### src/rtl/phy_pwr_seq_pkg.sv
// Package: shared types for the PHY power sequencing controller.
// Assumes: nothing beyond the 2-bit error encoding defined here.
package phy_pwr_seq_pkg;

    typedef enum logic [1:0] {
        ERR_NONE = 2'b00,
        ERR_CAL  = 2'b01,
        ERR_DLL  = 2'b10
    } pwr_err_e;

    typedef enum logic [1:0] {
        ST_IDLE  = 2'd0,
        ST_QUIET = 2'd1,
        ST_CAL   = 2'd2,
        ST_DLL   = 2'd3
    } pwr_state_e;

endpackage

### src/rtl/phy_pwr_sync.sv
// Module: multi-stage level synchronizer for asynchronous status inputs.
// Assumes: inputs are slow levels; STAGES >= 2; resets to 0.
module phy_pwr_sync #(
    parameter int WIDTH  = 2,
    parameter int STAGES = 2
) (
    input  logic             clk,
    input  logic             rst_n,
    input  logic [WIDTH-1:0] async_in,
    output logic [WIDTH-1:0] sync_out
);

    logic [WIDTH-1:0] stage_q [STAGES];

    generate
        for (genvar s = 0; s < STAGES; s++) begin : g_stage
            if (s == 0) begin : g_first
                // Capture the asynchronous level in the first stage.
                always_ff @(posedge clk) begin
                    if (!rst_n) stage_q[s] <= '0;
                    else        stage_q[s] <= async_in;
                end
            end else begin : g_next
                // Shift the level one stage further.
                always_ff @(posedge clk) begin
                    if (!rst_n) stage_q[s] <= '0;
                    else        stage_q[s] <= stage_q[s-1];
                end
            end
        end
    endgenerate

    assign sync_out = stage_q[STAGES-1];

endmodule

### src/rtl/phy_pwr_timer.sv
// Module: loadable down-counter for the sequencer's timed waits.
// Assumes: a load of N-1 makes `zero` true N cycles later; counting holds at 0.
module phy_pwr_timer #(
    parameter int CW = 12
) (
    input  logic          clk,
    input  logic          rst_n,
    input  logic          load,
    input  logic [CW-1:0] load_val,
    output logic          zero
);

    logic [CW-1:0] cnt_q;

    // Load a new wait length or count down towards zero.
    always_ff @(posedge clk) begin
        if (!rst_n)             cnt_q <= '0;
        else if (load)          cnt_q <= load_val;
        else if (cnt_q != '0)   cnt_q <= cnt_q - 1'b1;
    end

    assign zero = (cnt_q == '0);

endmodule

### src/rtl/phy_pwr_fsm.sv
// Module: sequencing state machine: quiet wait, power on, calibration check,
// DLL enable, DLL check. Assumes status inputs are already synchronized and
// that the timer reports zero after the loaded count has elapsed.
module phy_pwr_fsm
    import phy_pwr_seq_pkg::*;
#(
    parameter int CW        = 12,
    parameter int QUIET_CYC = 600,
    parameter int CAL_CYC   = 1000,
    parameter int DLL_CYC   = 2200
) (
    input  logic          clk,
    input  logic          rst_n,
    input  logic          on_req,
    input  logic          off_req,
    input  logic          cal_ok,
    input  logic          dll_ok,
    input  logic          tmr_zero,
    output logic          tmr_load,
    output logic [CW-1:0] tmr_val,
    output logic          pdb,
    output logic          dll_en,
    output logic          busy,
    output logic          done,
    output logic [1:0]    err
);

    localparam logic [CW-1:0] QUIET_LD = CW'(QUIET_CYC - 1);
    localparam logic [CW-1:0] CAL_LD   = CW'(CAL_CYC - 1);
    localparam logic [CW-1:0] DLL_LD   = CW'(DLL_CYC - 1);

    pwr_state_e state_q;

    // Timer load requests: one at the entry to each wait state.
    always_comb begin
        tmr_load = 1'b0;
        tmr_val  = QUIET_LD;
        unique case (state_q)
            ST_IDLE:  if (on_req)              begin tmr_load = 1'b1; tmr_val = QUIET_LD; end
            ST_QUIET: if (tmr_zero)            begin tmr_load = 1'b1; tmr_val = CAL_LD;   end
            ST_CAL:   if (tmr_zero && cal_ok)  begin tmr_load = 1'b1; tmr_val = DLL_LD;   end
            default:  ;
        endcase
    end

    // State, control outputs, completion pulse and error code.
    always_ff @(posedge clk) begin
        if (!rst_n) begin
            state_q <= ST_IDLE;
            pdb     <= 1'b0;
            dll_en  <= 1'b0;
            done    <= 1'b0;
            err     <= ERR_NONE;
        end else begin
            done <= 1'b0;
            unique case (state_q)
                ST_IDLE: begin
                    if (on_req || off_req) begin
                        pdb    <= 1'b0;
                        dll_en <= 1'b0;
                        if (on_req) begin
                            state_q <= ST_QUIET;
                        end else begin
                            done <= 1'b1;
                            err  <= ERR_NONE;
                        end
                    end
                end
                ST_QUIET: begin
                    if (tmr_zero) begin
                        pdb     <= 1'b1;
                        state_q <= ST_CAL;
                    end
                end
                ST_CAL: begin
                    if (tmr_zero) begin
                        if (cal_ok) begin
                            dll_en  <= 1'b1;
                            state_q <= ST_DLL;
                        end else begin
                            done    <= 1'b1;
                            err     <= ERR_CAL;
                            state_q <= ST_IDLE;
                        end
                    end
                end
                ST_DLL: begin
                    if (tmr_zero) begin
                        done    <= 1'b1;
                        err     <= dll_ok ? ERR_NONE : ERR_DLL;
                        state_q <= ST_IDLE;
                    end
                end
                default: state_q <= ST_IDLE;
            endcase
        end
    end

    assign busy = (state_q != ST_IDLE);

endmodule

### src/rtl/phy_pwr_seq.sv
// Module: top of the PHY power sequencing controller.
// Assumes: CLK_MHZ is an integer clock frequency; wait durations are given
// in nanoseconds and rounded up to whole cycles.
module phy_pwr_seq #(
    parameter int CLK_MHZ    = 200,
    parameter int T_QUIET_NS = 3000,
    parameter int T_CAL_NS   = 5000,
    parameter int T_DLL_NS   = 11000
) (
    input  logic       clk,
    input  logic       rst_n,
    input  logic       pwr_on_req,
    input  logic       pwr_off_req,
    input  logic       cal_done_in,
    input  logic       dll_rdy_in,
    output logic       pdb_out,
    output logic       dll_en_out,
    output logic       busy,
    output logic       done,
    output logic [1:0] err_code
);

    localparam int QUIET_CYC = (T_QUIET_NS * CLK_MHZ + 999) / 1000;
    localparam int CAL_CYC   = (T_CAL_NS   * CLK_MHZ + 999) / 1000;
    localparam int DLL_CYC   = (T_DLL_NS   * CLK_MHZ + 999) / 1000;
    localparam int MAX_CYC   = (QUIET_CYC > CAL_CYC)
                             ? ((QUIET_CYC > DLL_CYC) ? QUIET_CYC : DLL_CYC)
                             : ((CAL_CYC   > DLL_CYC) ? CAL_CYC   : DLL_CYC);
    localparam int CW        = $clog2(MAX_CYC + 1);

    logic [1:0]    status_sync;
    logic          tmr_load;
    logic [CW-1:0] tmr_val;
    logic          tmr_zero;

    phy_pwr_sync #(.WIDTH(2), .STAGES(2)) u_sync (
        .clk      (clk),
        .rst_n    (rst_n),
        .async_in ({dll_rdy_in, cal_done_in}),
        .sync_out (status_sync)
    );

    phy_pwr_timer #(.CW(CW)) u_timer (
        .clk      (clk),
        .rst_n    (rst_n),
        .load     (tmr_load),
        .load_val (tmr_val),
        .zero     (tmr_zero)
    );

    phy_pwr_fsm #(
        .CW        (CW),
        .QUIET_CYC (QUIET_CYC),
        .CAL_CYC   (CAL_CYC),
        .DLL_CYC   (DLL_CYC)
    ) u_fsm (
        .clk      (clk),
        .rst_n    (rst_n),
        .on_req   (pwr_on_req),
        .off_req  (pwr_off_req),
        .cal_ok   (status_sync[0]),
        .dll_ok   (status_sync[1]),
        .tmr_zero (tmr_zero),
        .tmr_load (tmr_load),
        .tmr_val  (tmr_val),
        .pdb      (pdb_out),
        .dll_en   (dll_en_out),
        .busy     (busy),
        .done     (done),
        .err      (err_code)
    );

endmodule

### config.mk
export PLATFORM = sky130hd
export DESIGN_NAME = phy_pwr_seq
export DESIGN_NICKNAME = d
export VERILOG_FILES = /design/src/rtl/phy_pwr_seq_pkg.sv /design/src/rtl/phy_pwr_sync.sv /design/src/rtl/phy_pwr_timer.sv /design/src/rtl/phy_pwr_fsm.sv /design/src/rtl/phy_pwr_seq.sv
export SDC_FILE = /design/constraint.sdc
export NUM_CORES = 1
export LEC_CHECK = 0
export ABC_AREA = 0
export BUFFER_PORTS_ARGS = -buffer_cell sky130_fd_sc_hd__buf_2
export CORE_ASPECT_RATIO = 0.8
export CORE_MARGIN = 3
export CORE_UTILIZATION = 45
export DETAILED_ROUTE_END_ITERATION = 10
export MAX_ROUTING_LAYER = met4
export SLEW_MARGIN = 40
export SYNTH_ARGS = -nofsm -noshare
export SYNTH_HDL_FRONTEND = slang
export SYNTH_SLANG_ARGS = --single-unit
### constraint.sdc
create_clock -name clk -period 2.35 [get_ports clk]
set_clock_uncertainty 0.05 [all_clocks]
set_input_delay 0.235 -clock clk [delete_from_list [all_inputs] [get_ports clk]]
set_output_delay 0.235 -clock clk [all_outputs]
set_load 0.1 [all_outputs]
* Word level (Yosys, flattened, before mapping) *
Memories as Yosys holds them, arrays and structs flattened.
Cells that the tools add are included.

cells by class
  $add $sub $neg = 1
  equal/unequal tests = 11
  bitwise logic cells = 2
  mux-type cells = 38
  reduce and logical (&&, ||, !) cells = 14

operators by type and width
  cell                                                 count
  2-to-1 mux 12 bit                                    3
  2-to-1 mux 2 bit                                     14
  one-hot mux 12 bit (2 select lines)                  1
  2-to-1 mux 1 bit                                     13
  logical NOT 12 bit                                   1
  nonzero test 12 bit                                  1
  subtractor 12 x 1 -> 12 bit (second input constant)  1
  2-to-1 mux 9 bit                                     1
  != test 2 x 1 -> 1 bit (second input constant)       4
  != test 2 bit (second input constant)                4
  one-hot mux 2 bit (4 select lines)                   1
  nonzero test 2 bit                                   4
  one-hot mux 1 bit (3 select lines)                   2
  one-hot mux 2 bit (3 select lines)                   1
  AND reduction 6 bit                                  1
  AND reduction 5 bit                                  1
  == test 2 bit (second input constant)                2
  one-hot mux 1 bit (2 select lines)                   2
  AND reduction 4 bit                                  1
  AND reduction 3 bit                                  1
  nonzero test 3 bit                                   1
  == test 2 x 1 -> 1 bit (second input constant)       1
  logical NOT 2 bit                                    1
  OR 1 bit                                             2
  2 further kinds                                      2

word-level totals
  logic and storage cells = 73
  memories kept = 1
  bits of input ports = 6
  output and inout bits = 6
  bits in writable memories = 4
  bits in registers = 19

memories
  memory          depth  bits a word  rd ports  clocked after Yosys merged registers in  write ports  RTL line            RTL
  u_sync.stage_q  2      2            2         0                                        2            phy_pwr_sync.sv:13  logic [WIDTH-1:0] stage_q [STAGES];

* Logic depth before layout (Yosys ltp) *
Gate-level depths: netlist of run 1.

  word-level depth = 5
  mapped depth = 7
  depth with buffers taken out = 6

* Cells and area by module *
From an unflattened synthesis of run 1, not the netlist that was laid out.

second synthesis, totals
  cells, all modules = 170
  area, all modules = 1392.6 µm²

modules (own cells, without submodules)
  module         area each (µm²)  instances  cells each
  phy_pwr_timer  703.2            1          90
  phy_pwr_fsm    584.3            1          72
  phy_pwr_sync   105.1            1          8

* Worst setup path before layout of run 1 *
Ideal clock, no wire load.

  path kind = register to register
  start = register u_fsm.state_q[0]
  end = register u_fsm.err[0]
  cell stages (with the launch flop) = 6
  clock period less this slack = 1867 ps
  setup time = 127 ps
  path slack = 483 ps
  buffers on the path = 0
  arrival time = 1690 ps
  data required time = 2173 ps
  cells stage by stage = dfxtp_1 -> inv_1 -> ha_1 -> inv_1 -> o221ai_2 -> mux2i_1

between the ends
  word-level cells in the longest chain between the ends = 3
  elaborated cells between the ends (all ways) = 11
  those cells by class = eq/ne (7); mux (1); reduce/logical (3)

ends and longest elaborated chain
  what                                                       RTL line           RTL
  from (decl)                                                phy_pwr_fsm.sv:32  pwr_state_e state_q;
  from (signal assigned)                                     phy_pwr_fsm.sv:49  state_q <= ST_IDLE;
  from (signal assigned)                                     phy_pwr_fsm.sv:62  state_q <= ST_QUIET;
  from (signal assigned)                                     phy_pwr_fsm.sv:72  state_q <= ST_CAL;
  == test 2 bit / logical NOT 2 bit (equally long branches)  phy_pwr_fsm.sv:56  unique case (state_q)
  != test 2 bit (no line), or another cell as far along      -
  AND reduction 6 bit (no line)                              -
  to (signal assigned)                                       phy_pwr_fsm.sv:90  err <= dll_ok ? ERR_NONE : ERR_DLL;
  to (decl)                                                  phy_pwr_fsm.sv:25  output logic [1:0] err

Parallel ways exist; a longest one is shown, timed or not.
A chain may end at the register's enable or synchronous reset.

* Worst setup path in the final report of run 1 *
  start = register u_timer.cnt_q[2]
  end = register u_timer.cnt_q[9]

between the ends
  word-level cells in the longest chain between the ends = 5
  elaborated cells between the ends (all ways) = 12
  those cells by class = add/sub (1); mux (7); reduce/logical (4)

ends and longest elaborated chain
  what                                                                                 RTL line             RTL
  from (decl)                                                                          phy_pwr_timer.sv:13  logic [CW-1:0] cnt_q;
  from (signal assigned)                                                               phy_pwr_timer.sv:18  else if (load) cnt_q <= load_val;
  from (signal assigned)                                                               phy_pwr_timer.sv:19  else if (cnt_q != '0) cnt_q <= cnt_q - 1'b1;
  parallel branches: the longest is 5 deep, another holds subtractor 12 x 1 -> 12 bit  -

Several ways; the timed one is not identified. The select of a mux whose other input is x is not followed.

==> impl_metrics.ini, run 1 <==
[worst_setup_path]
worstPathRequired_ns = 2.53
path_cells = nor4_4, and4_1, a21oi_2, o32ai_1
worstPathBufferInverterCount = 0
cp_top_family = simple AND/OR/NAND/NOR gates
worstPathArrival_ns = 2.19
cp_slowest_stage_delay_ns = 0.53
start_kind = flop
crit_fanout = 10
critPathSlowestCell = and4_1
crit_path_end_kind = flop
path_class = reg2reg

[logic_synthesis]
netlist_area_um2 = 1281
syn-num-nets = 152
synth-seq-area-share = 0.3594
synth_top_family_by_area = simple AND/OR/NAND/NOR gates
synth_fa_ha_area_frac = 0.05859
synthSimpleGateAreaFrac = 0.2432
yosysWarnings = 0
synthCells = 140
synth-compound-area-share = 0.2109
synthMuxAreaShare = 0.03906
syn_area_per_cell_um2 = 9.152
synth_xor_area_frac = 0.04102
ys_ff_latch = 23
synth_cell_types = 48

[hold_path]
min-delay-path-class = in2reg

[floorplan]
pin_count = 12
die_area_um2 = 3527
initial_core_util = 0.4961
die_w_um = 65.66
num_rows = 16
core_area_um2 = 2582
die_y_um = 53.73

[power]
vdd_drop_max_v = 0.0005811
p_clk_frac = 0.100
power_density_nw_per_um2 = 1345
sequentialPowerShare = 0.309
p_comb_frac = 0.591
swShare = 0.4788
p_sw_w = 0.0009060
internal_power_w = 0.0009862
cellLeakagePower_nw = 0.5677

[sta]
worstMarginPinSlew_ns = 0.4893
setup_viol_count_final = 0
finalMaxSlewViolations = 0
timing.hold.ws_ns = 0.05852
finalCritPeriodShare = 0.8561
slew_headroom = 0.6761
rsz0062_at_grt = false
timing_hold_violations_final = 0
clock.fmax_mhz = 497.0
tns_ns = 0
fin_crit_ns = 2.012

[layout]
final_common_cell = dfxtp_1
multiInputGateArea_um2 = 759.5
stdcell_count = 189
fin_nets = 166
antenna_cells = 0
seq_area_um2 = 460.4
final_cell_mix = dfxtp_1 (23), nand2_1 (12), buf_2 (11)
drive_gt1_frac = 0.1765
area_growth_pct = 9.766
n_fill_cell = 233

[global_routing]
track_usage = 0.1819
grt_overflow_total = 0
antenna_found_initial = 0
grt_start_max_net_pins = 19
grt_pass1_vias = 992
grt_pass1_wl_um = 4747

[clocking]
cts_hold_buf = 0
clock-sinks = 23
cts_buffers = 3
clk_latency_ns = 0.32
post_cts_resized = 0
cts-root-buf = clkbuf_4
clk_pin_slew_worst_paths_ns = 0.13
cts_tree = built
cts.htree.levels = 1
cts_setup_buffers = 0
cts_max_path_buffers = 2

[route]
firstDrtPassIters = 4
drc_errors = 0
wl_per_cell_um = 14.29
wl_met1_um = 1474
dr.first_iter.drc_count = 61
route.met3.wl_um = 98
highest_layer = met4
dr_total_vias = 1072
drt-total-wl_um = 2701
wl_met2_um = 1114
ant_nets = 0
via_per_inst = 5.672

[status]
status = completed

[placed_design]
dp_cells = 185
gp_congestion = 0.8492
portBuffers = 11
dp_hpwl_um = 2039

[flow_run]
max_cap_viol_count = 0
layout make-up:
cell class	count	share of cell area
flip-flops and latches	23	0.3274
well taps	36	0.03203
repair buffers	14	0.05516
clock inverters	1	0.005338
inverters	9	0.02402
clock buffers	3	0.01601
multi-input cells	103	0.5400
cells in the mapped netlist, drive strengths merged:
cell type	number	area share
or2b	1	0.0059
nor4	2	0.021
or4	1	0.0059
o31ai	2	0.012
o32ai	5	0.034
a21o	2	0.012
clkbuf	3	0.0088
nand4b	1	0.0068
nand3b	3	0.018
and4	2	0.014
a311oi	1	0.0068
and2	4	0.020
dfxtp	23	0.36
xnor2	2	0.014
nand2b	1	0.0049
nand3	5	0.020
o21ai	3	0.012
nor2	9	0.026
buf	2	0.013
a221oi	1	0.0068
mux2i	5	0.039
nand2	12	0.035
o41ai	1	0.0068
o221ai	1	0.012
and3b	1	0.0068
o2111ai	1	0.0068
or2	1	0.0049
a21oi	6	0.026
ha	6	0.059
a41oi	1	0.0068
nor3	1	0.0039
clkinv	1	0.0029
o21a	1	0.0059
xor2	4	0.027
a211oi	4	0.031
a211o	1	0.0068
o221a	1	0.0088
nor2b	5	0.024
nor3b	2	0.012
nand4	2	0.015
a31oi	1	0.0049
inv	8	0.023
a2111oi	1	0.012
flip-flops by register name, summed over array words and instances (netlist names):
register        cells
u_sync.stage_q      4
u_timer.cnt_q      12
u_fsm.err           2
u_fsm.dll_en        1
u_fsm.state_q       2
u_fsm.pdb           1
u_fsm.done          1
power groups by stage:
stage | sequential, W | combinational (W) | clock [W]
after floorplan | 0.000618 | 0.000846 | 0
after global placement | 0.000590 | 0.00110 | 0
after detailed placement | 0.000592 | 0.00111 | 0
after CTS | 0.000583 | 0.00111 | 0.000193
after global routing | 0.000599 | 0.00123 | 0.000214
final | 0.000585 | 0.00112 | 0.000189
logic make-up after synthesis:
| family | Yosys count |
|---|---|
| AOI/OAI and AO/OA | 33 |
| xor gates and xnor gates | 6 |
| adders and majority gates | 6 |
| buffers and inverters | 14 |
| DFF | 23 |
| muxes | 5 |
| and+or+nand+nor | 53 |
routing by layer:
| layer | vias up | global-route usage |
|---|---|---|
| li1 | 539 | - |
| met1 | 513 | 0.2557 |
| met2 | 18 | 0.2629 |
| met3 | 2 | 0.05010 |
| met4 | 0 | 0.03103 |
| met5 | - | - |
per-stage QoR:
| stage | area [µm²] | utilization | worst slack [ns] | total power, W |
|---|---|---|---|---|
| 6_report | 1406 | 0.5446 | 0.3381 | 0.001892 |
| 5_1_grt | 1406 | 0.5446 | 0.1405 | 0.002045 |
| 4_1_cts | 1406 | 0.5446 | 0.3353 | 0.001887 |
| 3_5_place_dp | 1376 | 0.5329 | 0.3643 | 0.001697 |
| 3_3_place_gp | 1376 | 0.5329 | 0.3408 | 0.001692 |
| 2_1_floorplan | 1281 | - | 0.4831 | 0.001465 |
final timing paths:
path | to | cells past startpoint | start | slack [ns]
worst max-delay path | u_timer.cnt_q[9] | 4 | u_timer.cnt_q[2] | 0.34
worst min-delay path | u_sync.stage_q[0][1] | 2 | dll_rdy_in | 0.06
worst max register to register | u_timer.cnt_q[9] | 4 | u_timer.cnt_q[2] | 0.34
worst min register to register | u_sync.stage_q[1][1] | 1 | u_sync.stage_q[0][1] | 0.40
Note: power is estimated with default switching activity, not from simulation.
==> inputs of run 2 (changes only) <==
- GPL_TIMING_DRIVEN: not set -> 0
==> run 2 against run 1 <==
Critical path depth is 3 higher. Count of clock-buffer cells in the layout is 1 higher. Utilization is 0.15 points lower. Final cell count is 0.53% higher. Die area is the same. Register-to-register slack better by 0.02 ns. Worst setup slack better by 0.024 ns. Clock power down 2%. First-iteration DRC count rose by 39%. Maximum frequency is 1.2% higher. Total power shrank 1.6%. Critical path type unchanged. Critical endpoint is now u_timer.cnt_q[1]. Largest cell class unchanged. Largest power group unchanged.
==> impl_metrics.ini, run 2 (same netlist as run 1, synthesis figures left out) <==
[clocking]
clk_latency_ns = 0.31
clk_pin_slew_worst_paths_ns = 0.12
cts_max_path_buffers = 2
post_cts_resized = 0
cts_hold_buf = 0
cts_setup_buffers = 0
cts.htree.levels = 1
cts_tree = built
cts-root-buf = clkbuf_4
cts_buffers = 3
clock-sinks = 23

[global_routing]
track_usage = 0.1894
grt_start_max_net_pins = 13
grt_pass1_vias = 1003
grt_overflow_total = 0
grt_pass1_wl_um = 4864
antenna_found_initial = 0

[floorplan]
num_rows = 16
die_w_um = 65.66
initial_core_util = 0.4961
core_area_um2 = 2582
pin_count = 12
die_area_um2 = 3527
die_y_um = 53.73

[sta]
finalCritPeriodShare = 0.8458
slew_headroom = 0.5803
setup_viol_count_final = 0
rsz0062_at_grt = false
tns_ns = 0
timing_hold_violations_final = 0
clock.fmax_mhz = 503.1
fin_crit_ns = 1.988
finalMaxSlewViolations = 0
worstMarginPinSlew_ns = 0.6238

[layout]
drive_gt1_frac = 0.1558
final_common_cell = dfxtp_1
final_cell_mix = dfxtp_1 (23), nand2_1 (12), buf_2 (11)
largest_reg_flops = 12
reg.largest.list = u_timer.cnt_q: 12 flops, u_sync.stage_q: 4 flops
fin_nets = 167
antenna_cells = 0
n_fill_cell = 244
utilization = 0.5431
regMostFlops = u_timer.cnt_q
area_growth_pct = 9.473

[worst_setup_path]
r2r_slack_ns = 0.36
critPathSlowestCell = dfxtp_1
worstPathArrival_ns = 2.15
worstPathRequired_ns = 2.51
crit_fanout = 10
path_class = reg2reg
start_kind = flop
cp_slowest_stage_delay_ns = 0.37
r2r_cells = 7
timing.rr.start = u_fsm.state_q[0]
reg2reg_to = u_timer.cnt_q[1]
crit_path_end_kind = flop
path_cells = inv_1, ha_1, clkbuf_1, a21oi_1, nor2_1, a21o_1, o21a_1

[hold_path]
hold_end = u_sync.stage_q[0][0]
min-delay-path-class = in2reg
hold_path_depth = 2
min_from = cal_done_in

[placed_design]
dp_hpwl_um = 2048
gp_congestion = 0.7898
portBuffers = 10

[power]
p_comb_frac = 0.585
swShare = 0.4830
cellLeakagePower_nw = 0.5630
sequentialPowerShare = 0.316
internal_power_w = 0.0009629
power_density_nw_per_um2 = 1328
p_sw_w = 0.0008998
vdd_drop_max_v = 0.0005042
p_clk_frac = 0.099

[route]
ant_nets = 0
dr_total_vias = 1067
drc_errors = 0
wl_per_cell_um = 14.76
via_per_inst = 5.616
drt-total-wl_um = 2805
dr.first_iter.drc_count = 85
firstDrtPassIters = 4

[status]
status = completed

[flow_run]
max_cap_viol_count = 0
-- run 2: changes by cell type in the layout (fill, tap and decap cells not counted), sizes merged --
cell,before,now
buf,14,12
clkbuf,3,7
clkinvlp,1,0
-- run 2: worst max path at each step --
stage                      from                to  slack (ns)  depth (start not counted)
3_3_place_gp   u_timer.cnt_q[0]  u_timer.cnt_q[3]        0.41                          7
6_report       u_fsm.state_q[0]  u_timer.cnt_q[1]        0.36                          7
3_5_place_dp   u_timer.cnt_q[1]  u_timer.cnt_q[3]        0.41                          7
5_1_grt        u_fsm.state_q[0]  u_timer.cnt_q[9]        0.21                          7
4_1_cts        u_timer.cnt_q[0]  u_timer.cnt_q[3]        0.37                          7
2_1_floorplan  u_fsm.state_q[0]      u_fsm.err[0]        0.48                          5
-- run 2: area by class of cell --
cell class / count / area (µm²) / share of cell area
buffer: 5 / 27.53 / 0.01963
clock buffer: 4 / 26.28 / 0.01873
inverter: 9 / 33.78 / 0.02409
multi-input combinational: 103 / 759.5 / 0.5415
sequential: 23 / 460.4 / 0.3283
tap: 36 / 45.04 / 0.03211
timing repair buffer: 10 / 50.05 / 0.03568
-- run 2: metal layers --
| layer | GRT usage | part of all wire |
|---|---|---|
| met5 | - | 0 |
| met4 | 0.04138 | 0.0050 |
| met3 | 0.05010 | 0.041 |
| met2 | 0.2729 | 0.43 |
| met1 | 0.2642 | 0.53 |
-- run 2: power by group through the flow --
stage / Clock [W] / Combinational, W / Sequential [W]
2_1_floorplan: 0 / 0.000846 / 0.000618
3_3_place_gp: 0 / 0.00106 / 0.000592
3_5_place_dp: 0 / 0.00107 / 0.000596
4_1_cts: 0.000198 / 0.00109 / 0.000588
5_1_grt: 0.000214 / 0.00121 / 0.000602
6_report: 0.000185 / 0.00109 / 0.000589
-- run 2: critical path, delay by kind of cell, from the launching register on --
kind / cells / cell delay [ns]
DFF: 1 / 0.37
AOI/OAI and AO/OA: 3 / 0.81
buffers and inverters: 2 / 0.33
and+or+nand+nor: 1 / 0.13
adders and majority gates: 1 / 0.20
-- run 2: metrics by stage --
stage | instance area, µm² | total power, W | cells | hold WS [ns] | worst slack, ns
2_1_floorplan | 1281 | 0.001465 | 140 | 0.3123 | 0.4831
3_3_place_gp | 1376 | 0.001657 | 186 | 0.3645 | 0.4136
4_1_cts | 1403 | 0.001871 | 190 | 0.06370 | 0.3659
3_5_place_dp | 1376 | 0.001670 | 186 | 0.3679 | 0.4079
6_report | 1403 | 0.001863 | 190 | 0.07626 | 0.3625
5_1_grt | 1403 | 0.002027 | 190 | 0.05696 | 0.2135
